--- src/rtl/clkctl_pkg.sv ---
package clkctl_pkg;

  typedef enum logic [1:0] {
    PM_ACTIVE  = 2'b00,
    PM_SLEEP   = 2'b01,
    PM_DISPLAY = 2'b10,
    PM_ALT     = 2'b11
  } pwr_mode_e;

  // Multiplier needed in this power mode
  function automatic logic pll_needed(input logic [1:0] mode, input logic boost);
    case (mode)
      PM_SLEEP:   pll_needed = 1'b0;
      PM_DISPLAY: pll_needed = boost;
      default:    pll_needed = 1'b1;
    endcase
  endfunction

  // Limit a requested divide code to the largest legal one
  function automatic int clamp_div(input int code, input int max_code);
    clamp_div = (code > max_code) ? max_code : code;
  endfunction

  // Processor enable period in master cycles for a divide code
  function automatic int div_period(input int code);
    div_period = 1 << (code + 2);
  endfunction

endpackage

--- src/rtl/clkctl_regs.sv ---
module clkctl_regs #(
  parameter int DIV_W     = 3,
  parameter int MAX_DIV   = 4,
  parameter int RESET_DIV = 3
) (
  input  logic             clk,
  input  logic             rst_n,
  input  logic             wr_en,
  input  logic             wr_spd,
  input  logic [DIV_W-1:0] wr_div,
  input  logic             pll_en,
  input  logic             lock,
  output logic             fast,
  output logic [DIV_W-1:0] div,
  output logic             spd_chg
);
  logic fast_q, pend_v, pend_s, apply;
  logic [DIV_W-1:0] div_q;

  // Pending speed applies once lock is seen; a new write takes priority
  always_comb begin
    apply   = pll_en && lock && pend_v && !wr_en;
    spd_chg = apply && (pend_s != fast_q);
  end

  always_ff @(posedge clk) begin
    if (!rst_n) begin
      fast_q <= 1'b0;
      pend_v <= 1'b0;
      pend_s <= 1'b0;
      div_q  <= DIV_W'(RESET_DIV);
    end else begin
      if (wr_en)
        div_q <= DIV_W'(clkctl_pkg::clamp_div(int'(wr_div), MAX_DIV));
      if (!pll_en) begin
        fast_q <= 1'b0;
        pend_v <= 1'b0;
      end else if (wr_en) begin
        pend_v <= 1'b1;
        pend_s <= wr_spd;
      end else if (apply) begin
        fast_q <= pend_s;
        pend_v <= 1'b0;
      end
    end
  end

  assign fast = fast_q;
  assign div  = div_q;
endmodule

--- src/rtl/clkctl_lock.sv ---
module clkctl_lock #(
  parameter int LOCK_CYC = 16
) (
  input  logic clk,
  input  logic rst_n,
  input  logic pll_en,
  input  logic restart,
  input  logic ref_tick,
  output logic lock
);
  localparam int LK_W = $clog2(LOCK_CYC + 1);
  logic [LK_W-1:0] cnt;

  always_ff @(posedge clk) begin
    if (!rst_n || !pll_en || restart)
      cnt <= '0;
    else if (ref_tick && cnt != LK_W'(LOCK_CYC))
      cnt <= cnt + 1'b1;
  end

  assign lock = (cnt == LK_W'(LOCK_CYC));
endmodule

--- src/rtl/clkctl_div.sv ---
module clkctl_div #(
  parameter int DIV_W   = 3,
  parameter int MAX_DIV = 4
) (
  input  logic             clk,
  input  logic             rst_n,
  input  logic             pll_en,
  input  logic             dbg_pin,
  input  logic [DIV_W-1:0] div,
  output logic             cpu_ce,
  output logic             dbg_ce
);
  localparam int CNT_W = MAX_DIV + 2;
  logic [CNT_W-1:0] cnt, mask;

  always_comb mask = CNT_W'(clkctl_pkg::div_period(int'(div)) - 1);

  always_ff @(posedge clk) begin
    if (!rst_n)
      cnt <= '0;
    else if (pll_en)
      cnt <= cnt + 1'b1;
  end

  assign cpu_ce = pll_en && ((cnt & mask) == mask);
  assign dbg_ce = pll_en && dbg_pin && cnt[0];
endmodule

--- src/rtl/clkctl_top.sv ---
module clkctl_top #(
  parameter int DIV_W     = 3,
  parameter int MAX_DIV   = 4,
  parameter int RESET_DIV = 3,
  parameter int LOCK_CYC  = 16
) (
  input  logic       clk,
  input  logic       rst_n,
  input  logic       ref_tick,
  input  logic [1:0] pwr_mode,
  input  logic       boost_en,
  input  logic       dbg_pin,
  input  logic       wr_en,
  input  logic [7:0] wr_data,
  output logic [7:0] ctl_rdata,
  output logic [7:0] stat_rdata,
  output logic       pll_en,
  output logic       pll_fast,
  output logic       pll_lock,
  output logic       cpu_ce,
  output logic       dbg_ce
);
  logic [DIV_W-1:0] div;
  logic             spd_chg;

  assign pll_en = clkctl_pkg::pll_needed(pwr_mode, boost_en);

  clkctl_regs #(.DIV_W(DIV_W), .MAX_DIV(MAX_DIV), .RESET_DIV(RESET_DIV)) u_regs (
    .clk(clk), .rst_n(rst_n), .wr_en(wr_en), .wr_spd(wr_data[4]),
    .wr_div(wr_data[DIV_W-1:0]), .pll_en(pll_en), .lock(pll_lock),
    .fast(pll_fast), .div(div), .spd_chg(spd_chg)
  );

  clkctl_lock #(.LOCK_CYC(LOCK_CYC)) u_lock (
    .clk(clk), .rst_n(rst_n), .pll_en(pll_en), .restart(spd_chg),
    .ref_tick(ref_tick), .lock(pll_lock)
  );

  clkctl_div #(.DIV_W(DIV_W), .MAX_DIV(MAX_DIV)) u_div (
    .clk(clk), .rst_n(rst_n), .pll_en(pll_en), .dbg_pin(dbg_pin),
    .div(div), .cpu_ce(cpu_ce), .dbg_ce(dbg_ce)
  );

  assign ctl_rdata  = {3'b000, pll_fast, 1'b0, div};
  assign stat_rdata = {3'b000, pll_lock, 4'b0000};
endmodule

--- config.mk ---
export PLATFORM = sky130hd
export DESIGN_NAME = clkctl_top
export DESIGN_NICKNAME = d
export VERILOG_FILES = /design/src/rtl/clkctl_pkg.sv /design/src/rtl/clkctl_regs.sv /design/src/rtl/clkctl_lock.sv /design/src/rtl/clkctl_div.sv /design/src/rtl/clkctl_top.sv
export SDC_FILE = /design/constraint.sdc
export NUM_CORES = 1
export LEC_CHECK = 0
export BUFFER_PORTS_ARGS = -buffer_cell sky130_fd_sc_hd__buf_2
export CORE_MARGIN = 5
export CORE_UTILIZATION = 50
export DETAILED_ROUTE_END_ITERATION = 6
export PLACE_DENSITY = 0.9
export SETUP_SLACK_MARGIN = 0.5
export SLEW_MARGIN = 15
export SYNTH_ARGS = -nofsm -noshare
export SYNTH_HDL_FRONTEND = slang
export SYNTH_SLANG_ARGS = --single-unit
export TNS_END_PERCENT = 1
--- constraint.sdc ---
create_clock -name clk -period 5.04 [get_ports clk]
set_input_delay 0.252 -clock clk [delete_from_list [all_inputs] [get_ports clk]]
set_output_delay 0.252 -clock clk [all_outputs]
set_load 0.01 [all_outputs]
======== After elaboration in Yosys (flattened, before gate mapping) ========
Cells that the tools add are included.
operators by class
  add/sub/neg operators ................... 4
  $mul .................................... 0
  divide/modulo/power cells ............... 0
  magnitude comparators ................... 1
  equal/unequal tests ..................... 6
  shift-type cells ........................ 1
  mux-type cells .......................... 4
  bitwise gates (word level) .............. 2
  reduce and logical (&&, ||, !) cells .... 17
operator list
  operator                                                               number
  1-bit by 32-bit << shifter with 6-bit output, first input constant     1
  1-bit logical AND                                                      8
  6-bit by 1-bit adder with 6-bit output, second input constant          1
  6-bit bitwise AND                                                      1
  6-bit equality test                                                    1
  2-bit AND reduction                                                    3
  6-bit by 2-bit subtractor with 6-bit output, second input constant     1
  5-bit by 1-bit adder with 5-bit output, second input constant          1
  5-bit equality test, second input constant                             1
  5-bit inequality test, second input constant                           1
  3-bit by 2-bit adder with 4-bit output, second input constant          1
  3-bit greater-than comparator, second input constant                   1
  1-bit logical NOT                                                      3
  3-bit 2-to-1 mux                                                       1
  2-bit by 1-bit equality test with 1-bit output, second input constant  1
  2-bit equality test, second input constant                             1
  1-bit logical OR                                                       2
  1-bit 2-to-1 mux                                                       2
  1-bit case mux with 2 select lines                                     1
  2-bit nonzero test                                                     1
  1-bit inequality test                                                  1
  1-bit inverter                                                         1
storage, ports and cells
  bits in registers ....................... 17
  latch bits .............................. 0
  bits in writable memories ............... 0
  ROM bits ................................ 0
  logic and storage cells ................. 41
  memories kept ........................... 0

======== Logic depth before layout (Yosys ltp) ========
Gate-level depths: netlist of run 1.
  word-level depth ........................ 7
  depth in mapped cells ................... 8
  gate-level depth less buffers ........... 8

======== Cells and area by module ========
A second synthesis of run 1 with hierarchy kept.
second synthesis, totals
  cell total of the unflattened synthesis .. 112
  area, all modules ....................... 1,038.5 µm²
modules (own cells, without submodules)
  module       times used  cells an instance  area an instance (µm²)  seq. area each (µm²)
  clkctl_div   1           40                 376.6                   120.1
  clkctl_lock  1           30                 279.0                   100.1
  clkctl_regs  1           26                 267.8                   120.1
  clkctl_top   1           16                 115.1                   0.0

======== Least setup slack after synthesis of run 1 ========
OpenSTA, ideal clock, no wires.
  kind .................................... flip-flop to output port
  start point ............................. register u_regs.div_q[1] (netlist: u_regs.div[1])
  end point ............................... output cpu_ce
  arrival time ............................ 1.909 ns
  slack ................................... 2.879 ns
  stages on the path, launching flop included .. 9
  path through ............................ dfxtp_1 inv_1 ha_1 nor2_1 nand3_1 ha_1 o22ai_1 a21o_1 nor3_1
on the way
  word-level cells in the longest chain between the ends .. 6
ends and longest elaborated chain
  what                                            RTL line           source
  start, declared                                 clkctl_regs.sv:18  logic [DIV_W-1:0] div_q;
  start signal, assigned                          clkctl_regs.sv:31  div_q <= DIV_W'(RESET_DIV);
  start signal, assigned                          clkctl_regs.sv:34  div_q <= DIV_W'(clkctl_pkg::clamp_div(int'(wr_div), MAX_DIV));
  3-bit by 2-bit adder with 4-bit output *        clkctl_pkg.sv:26   div_period = 1 << (code + 2);
  1-bit by 32-bit << shifter with 6-bit output *  clkctl_pkg.sv:26
  6-bit by 2-bit subtractor with 6-bit output *   clkctl_div.sv:16   always_comb mask = CNT_W'(clkctl_pkg::div_period(int'(div)) - 1);
  6-bit bitwise AND                               clkctl_div.sv:25   assign cpu_ce = pll_en && ((cnt & mask) == mask);
  6-bit equality test *                           clkctl_div.sv:25
  1-bit logical AND *                             clkctl_div.sv:25
  end, declared                                   clkctl_top.sv:20   output logic cpu_ce,
Every way passes the cells marked *; elsewhere a longest branch is shown, timed or not.

======== Worst setup path in the final report of run 1 ========
Ends and elaborated chain as after synthesis.

==> results of run 1 <==
power by group through the flow:
stage	Combinational, mW	Clock [mW]	Sequential, mW
2_1_floorplan	0.0433	0	0.150
6_report	0.0522	0.0738	0.147
3_5_place_dp	0.0519	0	0.151
3_3_place_gp	0.0493	0	0.150
5_1_grt	0.0582	0.0800	0.149
4_1_cts	0.0521	0.0752	0.147
per-stage QoR:
stage / total power [mW] / cells / instance area [µm²] / utilization [%]
after floorplan: 0.193 / 128 / 1110 / -
after global placement: 0.199 / 161 / 1140 / 57.2
after detailed placement: 0.202 / 161 / 1140 / 57.2
after CTS: 0.275 / 165 / 1170 / 58.5
after global routing: 0.287 / 165 / 1170 / 58.5
final: 0.273 / 165 / 1170 / 58.5
routing by layer:
metal | wire, µm | global-route usage (%) | vias up
li1 | - | - | 423
met1 | 848 | 14.5 | 392
met2 | 1120 | 27.2 | 25
met3 | 102 | 2.29 | 7
met4 | 42 | 5.42 | 0
met5 | 0 | 0 | -
logic make-up after synthesis:
family                     Yosys count  synth area share, %
other                                1                0.349
DFF                                 17                 31.7
adders and majority gates            6                 6.99
muxes                                2                 1.86
and+or+nand+nor                     42                 27.2
buffers and inverters               23                 12.6
AOI/OAI and AO/OA                   16                 10.4
xor gates and xnor gates            11                 8.97
registers in the layout, summed over array words and instances, names as in the netlist:
register and flops:
u_div.cnt 6, u_lock.cnt 5, u_regs.div 3, u_regs.fast 1, u_regs.pend_s 1, u_regs.pend_v 1
final cells by class:
class / instances / share of cell area [%]
flip-flops and latches: 17 / 29.1
inverters: 8 / 2.56
multi-input cells: 88 / 54.3
repair buffers: 21 / 8.97
clock buffers: 4 / 2.24
well taps: 27 / 2.88
layout by cell type, fill, tap and decap left out, drive strengths merged:
| master | instances |
|---|---|
| nor2b | 1 |
| clkbuf | 4 |
| and2b | 1 |
| o22ai | 2 |
| inv | 8 |
| and2 | 5 |
| nand3b | 1 |
| a21boi | 1 |
| o21ai | 2 |
| a21o | 1 |
| nor3b | 2 |
| nand3 | 5 |
| dfxtp | 17 |
| xnor2 | 5 |
| and4bb | 1 |
| buf | 21 |
| nand2 | 8 |
| a21oi | 5 |
| ha | 6 |
| o211ai | 1 |
| a41o | 1 |
| nor2 | 8 |
| conb | 11 |
| nand4bb | 1 |
| nand4 | 3 |
| o221ai | 2 |
| and3 | 1 |
| nor4 | 2 |
| xor2 | 6 |
| nor3 | 3 |
| a311oi | 1 |
| mux2i | 2 |
how the worst max path moves through the flow:
| stage | end | slack (ns) | cells past startpoint |
|---|---|---|---|
| 2_1_floorplan | cpu_ce | 2.88 | 8 |
| 3_5_place_dp | cpu_ce | 2.79 | 9 |
| 5_1_grt | cpu_ce | 2.27 | 9 |
| 3_3_place_gp | cpu_ce | 2.87 | 9 |
| 6_report | cpu_ce | 2.44 | 9 |
| 4_1_cts | cpu_ce | 2.45 | 9 |
==> results.ini, run 1 <==
[critical_path]
critPathLaunchType=flop
slowest_stage=dfxtp_1
crit_arrival_ns=2.35
cpMostUsedCell=ha_1
crit_family=adder cells
path_max_fanout=7
r2r_start=u_lock.cnt[0]
r2r_cells=7
r2r_end=u_lock.cnt[0]
crit_required_ns=4.79
crit_chain=inv_1 > ha_1 > nor2_1 > nand3_1 > ha_1 > o22ai_1 > a21o_1 > nor3_1 > buf_2
r2r_slack_ns=3.56
critPathLaunch=u_regs.div[1]
slowest_delay_ns=0.45
cp.buffers_inverters=2
critical_path_class=reg -> out
endpoint_kind=output port

[finish]
num-fill-cells=177
multi_input_area_um2=636
n_antenna_cell=0
seq_area_um2=340
syn_to_final_growth_pct=9.09
fin_nets=161
drive_gt1_share_pct=25.4

[timing]
tns_ns=0
hold_violations=0
setup_viol=0
slew_viol_final=0
fin_skew_ns=0.00900
grt_setup_unrepaired=false
whs_ns=0.200
setup_ws_ns=2.44
clock.fmax_mhz=385
period_minus_slack_ns=2.60
timing.final.crit_share_pct=51.5

[synthesis]
synthTopCellsByCount=17 x dfxtp_1, 13 x buf_4, 8 x nand2_1, 7 x inv_1, 7 x nor2_1
seq_area_frac_synth_pct=31.7
yosysMostFrequentCell=dfxtp_1
synth.distinct_cells=38
synthCells=118
yosys.area.top_type=dfxtp_1
async_flop_share_pct=0
synth_edf_count=0
syn_avg_cell_area_um2=9.10
synth-main-ff-cell=dfxtp_1
synth_top_area_share_pct=31.7
synth_seq_cells=17
synth_area_leaders=dfxtp_1 32%, buf_4 9.1%, ha_1 7.0%
syn_area_mm2=0.00107
ys_warn_count=0

[route]
finalWirelength_mm=2.11
route.detailed.drc=0
avgRoutedWirePerCell_um=12.8
drt-pass1-iter-count=4
drt_iter0_drc=6
num_vias=847
detail-route-antenna-nets=0
via_per_inst=5.13

[power]
ir_drop_mv=0.143
leakage_nw=0.563
clkPwrFrac_pct=27.0
power_density_mw_per_mm2=233
combPwrFrac_pct=19.1
p_seq_share_pct=53.9
p_int_mw=0.193
p_switching_mw=0.0801
switching_share_pct=29.3

[floorplanning]
chipHeight_um=56.3
rows=16
core_area_mm2=0.00200
die-area_mm2=0.00317
die_w_um=56.3
start_util_pct=53.6
ioPinCount=37

[global_routing]
grt_pass1_vias=858
grt_start_max_net_pins=14
grt_pass1_wl_mm=3.58
antenna_found_initial=0
grt_use_total_pct=13.9
grt-ovfl-total=0

[hold_path]
hp-class=in -> reg
whs_path_depth=2
min_from=wr_data[4]
worstHoldEndpoint=u_regs.pend_s

[clock_tree]
cts_tree=built
clock-sinks=17
post-cts-setup-buffers=0
clockBufferDepth=2
cts_buffers=3
cts-hold-fix-buffers=0
cts_root_buf=clkbuf_4
cts.repair.resized=0
htree_levels=1
clock_latency_ns=0.29
clk_pin_slew_worst_paths_ns=0.10

[placed_design]
io_buffers=21
detailed_place_hpwl_mm=1.70
post-place-ws_ns=2.79
finalWeightedCongestion=0.709

[status]
status=finished, final reports clean

[run]
drv_cap=0

Power figures use the tool's default switching activity.
==> run 2: changes to the inputs <==
--- a/config.mk
+++ b/config.mk
@@ -7,9 +7,9 @@
 export LEC_CHECK = 0
 export BUFFER_PORTS_ARGS = -buffer_cell sky130_fd_sc_hd__buf_2
 export CORE_MARGIN = 5
-export CORE_UTILIZATION = 50
+export CORE_UTILIZATION = 44
 export DETAILED_ROUTE_END_ITERATION = 6
-export PLACE_DENSITY = 0.9
+export PLACE_DENSITY = 0.84
 export SETUP_SLACK_MARGIN = 0.5
 export SLEW_MARGIN = 15
 export SYNTH_ARGS = -nofsm -noshare
==> constraint.sdc (replaced) <==
create_clock -name clk -period 2.15 [get_ports clk]
set_input_delay 0.1075 -clock clk [delete_from_list [all_inputs] [get_ports clk]]
set_output_delay 0.1075 -clock clk [all_outputs]
set_load 0.01 [all_outputs]
==> run 2 against run 1 <==
Die area grew 11%. Core utilization shrank 0.94 points. Sequential power up 140%. Register-to-register slack worse by 2.9 ns. Hold slack worse by 0.14 ns. Critical path depth did not move. Non-clock buffer count is 5 higher. Global-route usage is 0.44 points higher. Clock-buffer cell count stayed put. Critical endpoint unchanged. Largest cell class unchanged. Highest routed layer unchanged.
==> results.ini, run 2 (synthesis gave the netlist of run 1 again) <==
[finish]
fin_nets=166  ; +3.1%
mostFrequentLayoutCell=buf_2
largest_reg_flops=6  ; unchanged
final_cell_mix=21 x buf_2, 15 x dfxtp_1, 11 x conb_1, 8 x nand2_1
n_antenna_cell=0  ; unchanged
utilization_pct=57.6  ; -0.94 points
stdcell_area_mm2=0.00131  ; +12%
fin_cells=171  ; +3.6%
syn_to_final_growth_pct=22.0
drive_gt1_share_pct=37.8  ; +12 points
top_register=u_div.cnt

[placed_design]
io_buffers=21  ; unchanged
detailed_place_hpwl_mm=1.61  ; -5.4%
dp.cells=162  ; +0.62%
postPlaceCellArea_mm2=0.00117  ; +2.3%
finalWeightedCongestion=0.738  ; +4.1%

[status]
status=finished, final reports clean

[floorplanning]
core_area_mm2=0.00228  ; +14%
start_util_pct=47.2  ; -6.5 points
chipHeight_um=59.4  ; +5.4%
die_w_um=59.4  ; +5.4%
die-area_mm2=0.00353  ; +11%
rows=17  ; +1
ioPinCount=37  ; unchanged

[power]
combPwrFrac_pct=24.2  ; +5.1 points
switching_share_pct=30.2  ; +0.96 points
ir_drop_mv=0.493  ; +250%
p_int_mw=0.479  ; +150%
leakage_nw=0.613  ; +8.9%
clkPwrFrac_pct=25.4  ; -1.6 points
power_density_mw_per_mm2=524  ; +120%
p_seq_share_pct=50.4  ; -3.5 points
p_total_mw=0.686  ; +150%
p_switching_mw=0.208  ; +160%

[clock_tree]
htree_levels=1  ; unchanged
clock-sinks=17  ; unchanged
clock_latency_ns=0.30  ; about the same
clockBufferDepth=2  ; unchanged
cts_tree=built
cts_root_buf=clkbuf_4
clk_pin_slew_worst_paths_ns=0.09  ; about the same
cts_buffers=3  ; unchanged

[global_routing]
grt_pass1_wl_mm=3.81  ; +6.3%
antenna_found_initial=0  ; unchanged
grt_pass1_vias=845  ; -1.5%
grt_start_max_net_pins=14  ; unchanged
grt-ovfl-total=0  ; unchanged
grt_use_total_pct=14.4  ; +0.44 points

[critical_path]
r2r_end=u_lock.cnt[2]
crit_cells=9  ; unchanged
crit_family=adder cells
crit_arrival_ns=1.98  ; -0.37 ns
crit_chain=inv_2 > ha_4 > nor2_4 > nand3_2 > ha_4 > o22ai_1 > a21o_1 > nor3_2 > buf_2
critical_path_class=reg -> out
endpoint_kind=output port
r2r_cells=7  ; unchanged
slowest_stage=dfxtp_2
crit_required_ns=2.04  ; -2.75 ns
slowest_delay_ns=0.36  ; -0.09 ns
cpMostUsedCell=ha_4
r2r_slack_ns=0.66  ; -2.90 ns
cp.buffers_inverters=2  ; unchanged
path_max_fanout=4  ; -3
r2r_start=u_lock.cnt[0]
critPathLaunchType=flop

[route]
detail-route-antenna-nets=0  ; unchanged
finalWirelength_mm=2.33  ; +10%
drt-pass1-iter-count=4  ; unchanged
route.detailed.drc=0  ; unchanged
via_per_inst=5.30  ; +3.2%
drt_iter0_drc=30  ; +24
avgRoutedWirePerCell_um=13.6  ; +6.6%
num_vias=906  ; +7.0%

[hold_path]
hp-class=in -> reg
whs_path_depth=2  ; unchanged
min_from=wr_data[4]
worstHoldEndpoint=u_regs.pend_s

[timing]
grt_setup_unrepaired=true
slew_viol_final=0  ; unchanged
clock.fmax_mhz=478
timing.final.crit_share_pct=97.3
tns_ns=0  ; unchanged
fin_skew_ns=0.00639  ; -0.00261 ns
hold_violations=0  ; unchanged
setup_viol=0  ; unchanged
period_minus_slack_ns=2.09

[run]
drv_cap=0  ; unchanged

==> run 2: cell types whose count changed in the layout (fill, tap and decap cells not counted), moves of 2 or more <==
| cell | previous run | this run |
|---|---|---|
| buf_4 | 0 | 4 |
| dfxtp_1 | 17 | 15 |
| ha_1 | 6 | 3 |
| ha_4 | 0 | 3 |
| inv_1 | 7 | 5 |
| nand3_1 | 5 | 3 |
| nand3_2 | 0 | 2 |
==> run 2: worst reg2reg max path, cell delays in order, from the launching register on <==
cell       delay [ns]
dfxtp_1          0.33
inv_1            0.09
ha_1             0.23
nand4bb_4        0.15
inv_2            0.10
nand3b_2         0.11
o211ai_2         0.28
nor2_1           0.09
==> run 2: timing repair <==
item,in CTS,in global routing
resized for setup,12,0
buffers inserted,5,0
pin swaps,7,0
setup endpoints to repair,1,1
hold buffers,0,0
cloned,0,0
==> run 2: area by class of cell <==
cell class              count  area [µm²]
well taps                  28        35.0
multi-input cells          88         716
repair buffers             26         155
fillers                   186         966
clock buffers               4        26.3
flip-flops and latches     17         345
inverters                   8        32.5
==> run 2: how the worst max path moves through the flow <==
stage / startpoint / end / slack, ns
2_1_floorplan: u_regs.div[1] / cpu_ce / 0.50
3_3_place_gp: u_regs.div[1] / cpu_ce / 0.39
3_5_place_dp: u_regs.div[1] / cpu_ce / 0.35
4_1_cts: u_regs.div[1] / cpu_ce / 0.10
5_1_grt: u_regs.div[2] / cpu_ce / -0.03
6_report: u_regs.div[2] / cpu_ce / 0.06
==> run 2: layer usage <==
metal / vias to the layer above / part of all wire, % / GRT usage [%]
li1: 433 / - / -
met1: 432 / 39 / 16.5
met2: 35 / 51 / 24.2
met3: 6 / 6.6 / 2.40
met4: 0 / 2.9 / 9.39
met5: - / 0 / 0
==> run 2: power groups by stage <==
stage / clock network, mW / logic [mW] / registers [mW]
floorplan: 0 / 0.107 / 0.351
global placement: 0 / 0.122 / 0.351
detailed placement: 0 / 0.128 / 0.353
CTS: 0.184 / 0.161 / 0.345
global route: 0.198 / 0.183 / 0.348
finish: 0.175 / 0.166 / 0.346
==> run 2: metrics by stage <==
stage	hold slack [ns]	setup slack (ns)
finish	0.0566	0.0578
global route	0.0416	-0.0299
CTS	0.0507	0.105
detailed placement	0.363	0.346
global placement	0.359	0.392
floorplan	0.250	0.503
